==> config.mk <==
export PLATFORM = sky130hd
export DESIGN_NAME = gpio_irq_port
export DESIGN_NICKNAME = d
export VERILOG_FILES = /design/src/rtl/gpio_port_pkg.sv /design/src/rtl/gpio_in_sync.sv /design/src/rtl/gpio_flag_bank.sv /design/src/rtl/gpio_irq_port.sv
export SDC_FILE = /design/constraint.sdc
export NUM_CORES = 1
export LEC_CHECK = 0
export CAP_MARGIN = 20
export CORE_MARGIN = 1
export CORE_UTILIZATION = 57
export CTS_CLUSTER_DIAMETER = 120
export CTS_CLUSTER_SIZE = 8
export DETAILED_ROUTE_END_ITERATION = 10
export PLACE_DENSITY_LB_ADDON = 0.12
export SYNTH_ARGS = -nofsm -noshare
export SYNTH_HDL_FRONTEND = slang
export SYNTH_HIERARCHICAL = 1
export SYNTH_SLANG_ARGS = --single-unit
==> constraint.sdc <==
create_clock -name clk -period 4.75 [get_ports clk]
set_clock_uncertainty 0.15 [all_clocks]
set_input_delay 1.425 -clock clk [delete_from_list [all_inputs] [get_ports clk]]
set_output_delay 1.425 -clock clk [all_outputs]
set_load 0.005 [all_outputs]
==> src/rtl/gpio_port_pkg.sv <==
package gpio_port_pkg;
  localparam int DATA_W   = 32;
  localparam int NUM_COND = 4;
  localparam int NUM_REGS = 17;

  // word indices; offsets are index*4
  localparam int R_IN      = 0;
  localparam int R_SENSE   = 1;
  localparam int R_DRVEN   = 2;
  localparam int R_DRVVAL  = 3;
  localparam int R_PULL    = 4;
  localparam int R_STR     = 5;
  localparam int R_RISE_M  = 6;
  localparam int R_RISE_F  = 7;
  localparam int R_FALL_M  = 8;
  localparam int R_FALL_F  = 9;
  localparam int R_HI_M    = 10;
  localparam int R_HI_F    = 11;
  localparam int R_LO_M    = 12;
  localparam int R_LO_F    = 13;
  localparam int R_ALT_EN  = 14;
  localparam int R_ALT_SEL = 15;
  localparam int R_POL     = 16;

  // condition order: mask at R_RISE_M + 2*c, flag one word above
  localparam int C_RISE = 0;
  localparam int C_FALL = 1;
  localparam int C_HIGH = 2;
  localparam int C_LOW  = 3;

  function automatic bit is_storage(int idx);
    return !(idx == R_IN || idx == R_RISE_F || idx == R_FALL_F ||
             idx == R_HI_F || idx == R_LO_F);
  endfunction
endpackage

==> src/rtl/gpio_in_sync.sv <==
module gpio_in_sync #(
  parameter int NPINS = 32
) (
  input  logic             clk,
  input  logic             rst_n,
  input  logic [NPINS-1:0] pad_in,
  input  logic [NPINS-1:0] sense_en,
  output logic [NPINS-1:0] in_val,
  output logic [NPINS-1:0] prev_val
);
  logic [NPINS-1:0] meta_q, sync_q, prev_q;
  logic [NPINS-1:0] gated_w;

  always_comb gated_w = sync_q & sense_en;

  always_ff @(posedge clk or negedge rst_n) begin
    if (!rst_n) begin
      meta_q <= '0;
      sync_q <= '0;
      prev_q <= '0;
    end else begin
      meta_q <= pad_in;
      sync_q <= meta_q;
      prev_q <= gated_w;
    end
  end

  assign in_val   = gated_w;
  assign prev_val = prev_q;
endmodule

==> src/rtl/gpio_flag_bank.sv <==
module gpio_flag_bank #(
  parameter int NPINS = 32
) (
  input  logic             clk,
  input  logic             rst_n,
  input  logic [NPINS-1:0] set_vec,
  input  logic [NPINS-1:0] clr_vec,
  output logic [NPINS-1:0] flag_q
);
  logic [NPINS-1:0] flag_d;

  // a set in the same cycle as a clear wins
  always_comb flag_d = (flag_q & ~clr_vec) | set_vec;

  always_ff @(posedge clk or negedge rst_n) begin
    if (!rst_n) flag_q <= '0;
    else        flag_q <= flag_d;
  end
endmodule

==> src/rtl/gpio_irq_port.sv <==
module gpio_irq_port
  import gpio_port_pkg::*;
#(
  parameter int NPINS  = 32,
  parameter int ADDR_W = 7
) (
  input  logic              clk,
  input  logic              rst_n,
  input  logic              bus_sel,
  input  logic              bus_we,
  input  logic [ADDR_W-1:0] bus_addr,
  input  logic [DATA_W-1:0] bus_wdata,
  output logic [DATA_W-1:0] bus_rdata,
  input  logic [NPINS-1:0]  pad_in,
  output logic [NPINS-1:0]  pad_out,
  output logic [NPINS-1:0]  pad_oe,
  output logic [NPINS-1:0]  pad_pullup,
  output logic [NPINS-1:0]  pad_strength,
  output logic [NPINS-1:0]  alt_en,
  output logic [NPINS-1:0]  alt_sel,
  output logic [NPINS-1:0]  irq
);
  localparam int IDX_W = ADDR_W - 2;

  logic [IDX_W-1:0]    word_idx;
  logic                addr_ok;
  logic [NPINS-1:0]    wdata_p;
  logic [NUM_REGS-1:0] wr_hit;

  logic [NPINS-1:0] store_q [NUM_REGS];
  logic [NPINS-1:0] store_d [NUM_REGS];

  logic [NPINS-1:0] in_val, prev_val;
  logic [NUM_COND-1:0][NPINS-1:0] set_vec, clr_vec, flag_q;
  logic [NPINS-1:0] rdata_w, irq_w;

  assign word_idx = bus_addr[ADDR_W-1:2];
  assign addr_ok  = (bus_addr[1:0] == 2'b00);
  assign wdata_p  = bus_wdata[NPINS-1:0];

  always_comb begin
    for (int r = 0; r < NUM_REGS; r++)
      wr_hit[r] = bus_sel && bus_we && addr_ok && (int'(word_idx) == r);
  end

  // storage registers: next state
  always_comb begin
    for (int r = 0; r < NUM_REGS; r++)
      store_d[r] = (wr_hit[r] && is_storage(r)) ? wdata_p : store_q[r];
  end

  // storage registers: state
  always_ff @(posedge clk or negedge rst_n) begin
    if (!rst_n) begin
      for (int r = 0; r < NUM_REGS; r++) store_q[r] <= '0;
    end else begin
      for (int r = 0; r < NUM_REGS; r++) store_q[r] <= store_d[r];
    end
  end

  gpio_in_sync #(.NPINS(NPINS)) u_sync (
    .clk      (clk),
    .rst_n    (rst_n),
    .pad_in   (pad_in),
    .sense_en (store_q[R_SENSE]),
    .in_val   (in_val),
    .prev_val (prev_val)
  );

  for (genvar c = 0; c < NUM_COND; c++) begin : g_cond
    always_comb begin
      case (c)
        C_RISE:  set_vec[c] =  in_val & ~prev_val;
        C_FALL:  set_vec[c] = ~in_val &  prev_val;
        C_HIGH:  set_vec[c] =  in_val;
        default: set_vec[c] = ~in_val;
      endcase
      clr_vec[c] = wr_hit[R_RISE_F + 2*c] ? wdata_p : '0;
    end

    gpio_flag_bank #(.NPINS(NPINS)) u_bank (
      .clk     (clk),
      .rst_n   (rst_n),
      .set_vec (set_vec[c]),
      .clr_vec (clr_vec[c]),
      .flag_q  (flag_q[c])
    );
  end

  always_comb begin
    irq_w = '0;
    for (int c = 0; c < NUM_COND; c++)
      irq_w = irq_w | (flag_q[c] & store_q[R_RISE_M + 2*c]);
  end

  always_comb begin
    rdata_w = '0;
    if (addr_ok && int'(word_idx) < NUM_REGS) begin
      case (int'(word_idx))
        R_IN:     rdata_w = in_val;
        R_RISE_F: rdata_w = flag_q[C_RISE];
        R_FALL_F: rdata_w = flag_q[C_FALL];
        R_HI_F:   rdata_w = flag_q[C_HIGH];
        R_LO_F:   rdata_w = flag_q[C_LOW];
        default:  rdata_w = store_q[word_idx];
      endcase
    end
  end

  assign bus_rdata    = DATA_W'(rdata_w);
  assign pad_out      = store_q[R_DRVVAL] ^ store_q[R_POL];
  assign pad_oe       = store_q[R_DRVEN];
  assign pad_pullup   = store_q[R_PULL];
  assign pad_strength = store_q[R_STR];
  assign alt_en       = store_q[R_ALT_EN];
  assign alt_sel      = store_q[R_ALT_SEL];
  assign irq          = irq_w;
endmodule

### Word-level counts from Yosys, hierarchy flattened

Cells that the tools add are included.

| operators by class | value |
|---|---|
| $lt $le $gt $ge | 2 |
| equal/unequal tests | 20 |
| mux-type cells | 9 |
| bitwise logic cells | 26 |
| reduce and logical (&&, ||, !) cells | 21 |

Operator list:

| cell | count |
|---|---|
| AND 32 bit | 11 |
| 2-to-1 mux 32 bit | 7 |
| bitwise OR 32 bit | 7 |
| inverter 32 bit | 6 |
| binary-select mux 32 bit (select 5 bit) | 1 |
| case mux 32 bit (5 select lines) | 1 |
| equality test 5 bit, second input constant | 9 |
| equality test 5 x 4 -> 1 bit, second input constant | 7 |
| XOR 32 bit | 1 |
| logical AND 1 bit | 19 |
| equality test 5 x 3 -> 1 bit, second input constant | 3 |
| >= comparator 6 bit, second input constant | 1 |
| inverter 5 -> 6 bit | 1 |
| equality test 5 x 2 -> 1 bit, second input constant | 1 |
| zero test 5 bit | 1 |
| less-than comparator 5 bit, second input constant | 1 |
| zero test 2 bit | 1 |

| word-level totals | value |
|---|---|
| flip-flop bits (word level) | 608 |
| output and inout port bits | 256 |

### Longest topological paths before layout

| logic depth | value |
|---|---|
| depth after elaboration | 7 |
| depth in mapped cells | 9 |

### Modules after synthesis

The synthesis kept the hierarchy.

Modules (own cells, without submodules):

| module | times used | cells an instance | area each (µm²) | seq. area each (µm²) |
|---|---|---|---|---|
| gpio_irq_port | 1 | 2029 | 22665.5 | 9609.2 |
| gpio_flag_bank | 4 | 96 | 1161.1 | 800.8 |
| gpio_in_sync | 1 | 128 | 2602.5 | 2402.3 |

### Least setup slack after synthesis

Ideal clock, no wire load.

| timing path | value |
|---|---|
| path type | input to output |
| from | input port bus_addr[3] |
| to | output port bus_rdata[2] |
| arrival | 2.937 ns |
| data required time | 3.175 ns |
| path slack | 0.238 ns |
| stages | 8 |
| path through | buf_4 > buf_2 > buf_2 > mux2_2 > a221oi_1 > nor2_1 > a32oi_1 > a21oi_1 |

| between the ends | value |
|---|---|
| cells in the longest elaborated chain, start to end | 6 |
| elaborated cells between the ends (all ways) | 13 |
| classes of those cells | 1 x order compare; 4 x eq/ne; 5 x mux; 1 x bitwise; 2 x reduce/logical |

RTL lines:

| element | line | RTL |
|---|---|---|
| start, declared | gpio_irq_port.sv:11 | `input logic [ADDR_W-1:0] bus_addr,` |
| inverter 5 -> 6 bit (not written as such) | gpio_irq_port.sv:105 | `default: rdata_w = store_q[word_idx];` |
| binary-select mux 32 bit (select 5 bit) | gpio_irq_port.sv:105 |  |
| 2-to-1 mux 32 bit (not written as such) (2 in series) | gpio_irq_port.sv:105 |  |
| case mux 32 bit (5 select lines) | gpio_irq_port.sv:99 | `case (int'(word_idx))` |
| 2-to-1 mux 32 bit * | gpio_irq_port.sv:98 | `if (addr_ok && int'(word_idx) < NUM_REGS) begin` |
| end, declared | gpio_irq_port.sv:13 | `output logic [DATA_W-1:0] bus_rdata,` |

Every way passes the cells marked *; elsewhere a longest branch is shown, timed or not. The select of a mux whose other input is x is not followed.

### Worst setup path in the final report

| timing path | value |
|---|---|
| from | input port bus_addr[3] |
| to | output port bus_rdata[1] |

Same word-level chain as after synthesis.

==> summary.txt <==
Place
  – Cell Area, Placed: roughly 34000 µm²
  – Post-DP HPWL: 62690 µm
  – Placed insts: 3412
  – GP Congestion: 0.9217
  – Port buffer count: 330

Timing
  – Period utilization: 102.4%
  – Fmax: 0.2056 GHz
  – Worst slew pin tran: 0.7486 ns
  – RSZ-0062 raised after global routing: yes
  – Setup TNS: -1.194 ns
  – Max transition margin: roughly 50%
  – Worst setup margin: -0.1132 ns
  – Final Hold Viols: 0
  – Post-route minimum period: 4.863 ns
  – Max Slew Vio Count: 0
  – Hold WS: 0.1919 ns
  – Final setup viols: 25

Synthesis
  – Top_reg_cell synth: dfrtp_1
  – Synth top area share: 50.86%
  – Post-synthesis sequential area ratio: 50.86%
  – Top-count cell post-synth: dfrtp_1
  – Yosys top cell by area: dfrtp_1
  – Synth Instances: 2541
  – Synth async-reset ratio: 100.0%
  – Top cells by area, synth: dfrtp_1 (51%), mux2_2 (15%), buf_4 (4.4%), a21o_1 (3.2%), and2_1 (2.7%)
  – Syn_area_per_cell: 11.77 µm²
  – Commonest cells in the synthesized netlist: dfrtp_1 (608), mux2_2 (402), buf_4 (177), inv_1 (163), and2_1 (131)
  – Yosys cell types: 60
  – Syn Nets: about 2600
  – Mapped cell area: 29910 µm²
  – Synthesis Warnings: 6
  – EDFF count, synth: 0
  – Flops & latches, synth: slightly above 600

Layout
  – Area of the multi-input gates: 12690 µm²
  – Final std cells w/o fill: 3550
  – Final Instance Area: 37580 µm²
  – Filler cells: 3403
  – Area grow syn2layout: 25.62%
  – Layout cell share with drive strength beyond 1: 31.82%
  – Final Util: 72.81%
  – Post-layout nets: approximately 2900
  – Sequential cell area: 15210 µm²

Die
  – Die ar.: 53400 µm²
  – Height of the die: 231.1 µm
  – Std cell rows: 83
  – IO Pins: 331
  – Core area: 51610 µm²
  – Starting Density: 57.95%
  – Die W: 231.1 µm

Clock network
  – Worst-skew pair later-pin latency: 0.62 ns
  – CTS HTree Levels: 3
  – CTS Buffer Depth: 3
  – Clock sink count: 608
  – Num CTS Buffers: 85
  – Clk slew on worst S/H paths: 0.05 ns
  – TritonCTS clock tree: built
  – Root Buffer Master: clkbuf_16

Critical path
  – Cell count of the worst reg-to-reg path: 4
  – WP depth: 8
  – Critical Path Fanout Max: 8
  – Critical Path Max Stage Delay: between 0.5 and 0.6 ns
  – Cell Chain, Critical Path: clkbuf_16, or4_4, a211o_4, buf_12, buf_8, a31o_1, a21oi_2, buf_2
  – CP bufs+invs: 4
  – Critical Setup Path Class: input port to primary output
  – Critical path's slowest cell: or4_4
  – CP arrival: around 3.3 ns
  – Top delay family on crit path: compound AO/OA/AOI/OAI gates
  – Required time worst endpoint: between 3 and 4 ns
  – Crit. End Element: primary output
  – CP Launch Type: input port

Power
  – Pint: 0.009786 W
  – Clock power frac: between 30% and 40%
  – Leakage: around 18 nW
  – Net switching fraction of the power: 25.61%
  – Part of the power in registers: a little under half
  – Cell Pwr Density: 350.1 nW/µm²
  – Peak VDD IR: 0.2622 mV
  – Switch Pwr: 0.003370 W
  – Combinational power share: 13.3%

Global routing
  – First-pass GRT wire length: 144900 µm
  – Initial antenna violation count: 0
  – Total grt overflow: 0
  – Largest net degree at the start of global routing: between 80 and 90
  – Vias in the first global route: roughly 23000
  – Gr usage total: a little over a third

Routing
  – DR iter-0 viols: 2234
  – DR pass1 iterations: 8
  – Drt drc: 0
  – Vias/cell: around 6.3
  – Vias: 22530
  – ANT nets after route: 0
  – Avg WL per Cell: 27.01 µm
  – Drt total wl: roughly 96000 µm

Status
  – Run status: finished, violations left
  – Failing checks: setup timing

Run
  – Max-Cap Viols: 0

Hold path
  – Hold WC Path Type: flop to flop
  – Hold Path Cell Cnt: 0
==> power groups by stage <==
stage	sequential, W	clock (W)	combinational, W
after global placement	0.00618	0	0.00157
after floorplan	0.00604	0	0.000905
final	0.00615	0.00525	0.00176
after global routing	0.00620	0.00552	0.00188
after CTS	0.00613	0.00531	0.00170
after detailed placement	0.00620	0	0.00162
==> cell usage in the layout, fill, tap and decap left out, drive strengths merged, types with 69 or more instances in the layout <==
cell type	Yosys	final
clkdlybuf4s50	0	292
a221oi	69	69
buf	259	276
clkbuf	75	90
dfrtp	608	608
mux2i	75	75
a22oi	107	107
and2	131	131
mux2	447	447
a21oi	87	87
a21o	128	128
inv	163	163
==> sequential cells by signal (all words and copies together) (netlist names) <==
name	flops
alt_en	32
alt_sel	32
g_cond.u_bank/flag_q	128
pad_oe	32
pad_pullup	32
pad_strength	32
store_q	224
u_sync/meta_q	32
u_sync/prev_val	32
u_sync/sync_q	32
==> per-layer routing <==
layer / GRT usage, % / vias to the layer above / wire (µm)
met5: 0 / - / 0
met4: 15.05 / 0 / 4268
met3: 7.726 / 273 / 8689
met2: 55.72 / 1246 / 44010
met1: 49.71 / 11540 / 38910
li1: - / 9474 / -
==> worst register-to-register path, stage by stage (launching register included) <==
cell and delay [ns]:
dfrtp_1 0.38, and2_1 0.28, inv_1 0.11, nor2_1 0.18, a21o_1 0.13
==> logic make-up (layout without fill, tap and decap cells) <==
kind of cell / count (synthesis) / in the layout / share of synthesized area [%]
AOI/OAI and AO/OA: 517 / 517 / 12.64
buffers and inverters: 497 / 825 / 9.052
and+or+nand+nor: 364 / 364 / 7.098
DFF: 608 / 608 / 50.86
xor gates and xnor gates: 32 / 32 / 0.9370
other: 0 / 1 / 0
muxes: 523 / 523 / 19.41
==> final cells by class <==
cell class | instances | area share [%]
Antenna cell | 1 | 0.006659
Clock buffer | 86 | 5.727
Clock inverter | 1 | 0.04329
Inverter | 163 | 1.628
Multi-Input combinational cell | 1436 | 33.77
Sequential cell | 608 | 40.49
Tap cell | 680 | 2.264
Timing Repair Buffer | 575 | 16.07
==> through the flow <==
step,power [W],setup slack (ns)
detailed placement,0.007817,-0.5403
finish,0.01316,-0.1132
global route,0.01359,-0.1375
global placement,0.007749,-0.5193
CTS,0.01314,-0.1322
floorplan,0.006944,0.2385
==> final timing paths <==
kind	start	endpoint	slack, ns
worst min register to register	u_sync/meta_q[29]$_DFF_PN0_	u_sync/sync_q[29]$_DFF_PN0_	0.19
worst min-delay path	u_sync/meta_q[29]$_DFF_PN0_	u_sync/sync_q[29]$_DFF_PN0_	0.19
min in group asynchronous	rst_n	store_q[3]$_DFFE_PN0P_	0.66
max in group asynchronous	rst_n	store_q[278]$_DFFE_PN0P_	2.67
worst max register to register	u_sync/sync_q[1]$_DFF_PN0_	g_cond[0].u_bank/flag_q[1]$_DFF_PN0_	3.48
worst max-delay path	bus_addr[3]	bus_rdata[1]	-0.11
==> repair_timing <==
action	4_1_cts	5_1_grt
hold buffers	0	0
setup endpoints to repair	32	32
buffers inserted	33	11
cloned	8	2
pin swaps	50	41
gates resized for setup	216	91
Note: power is estimated with default switching activity, not from simulation.
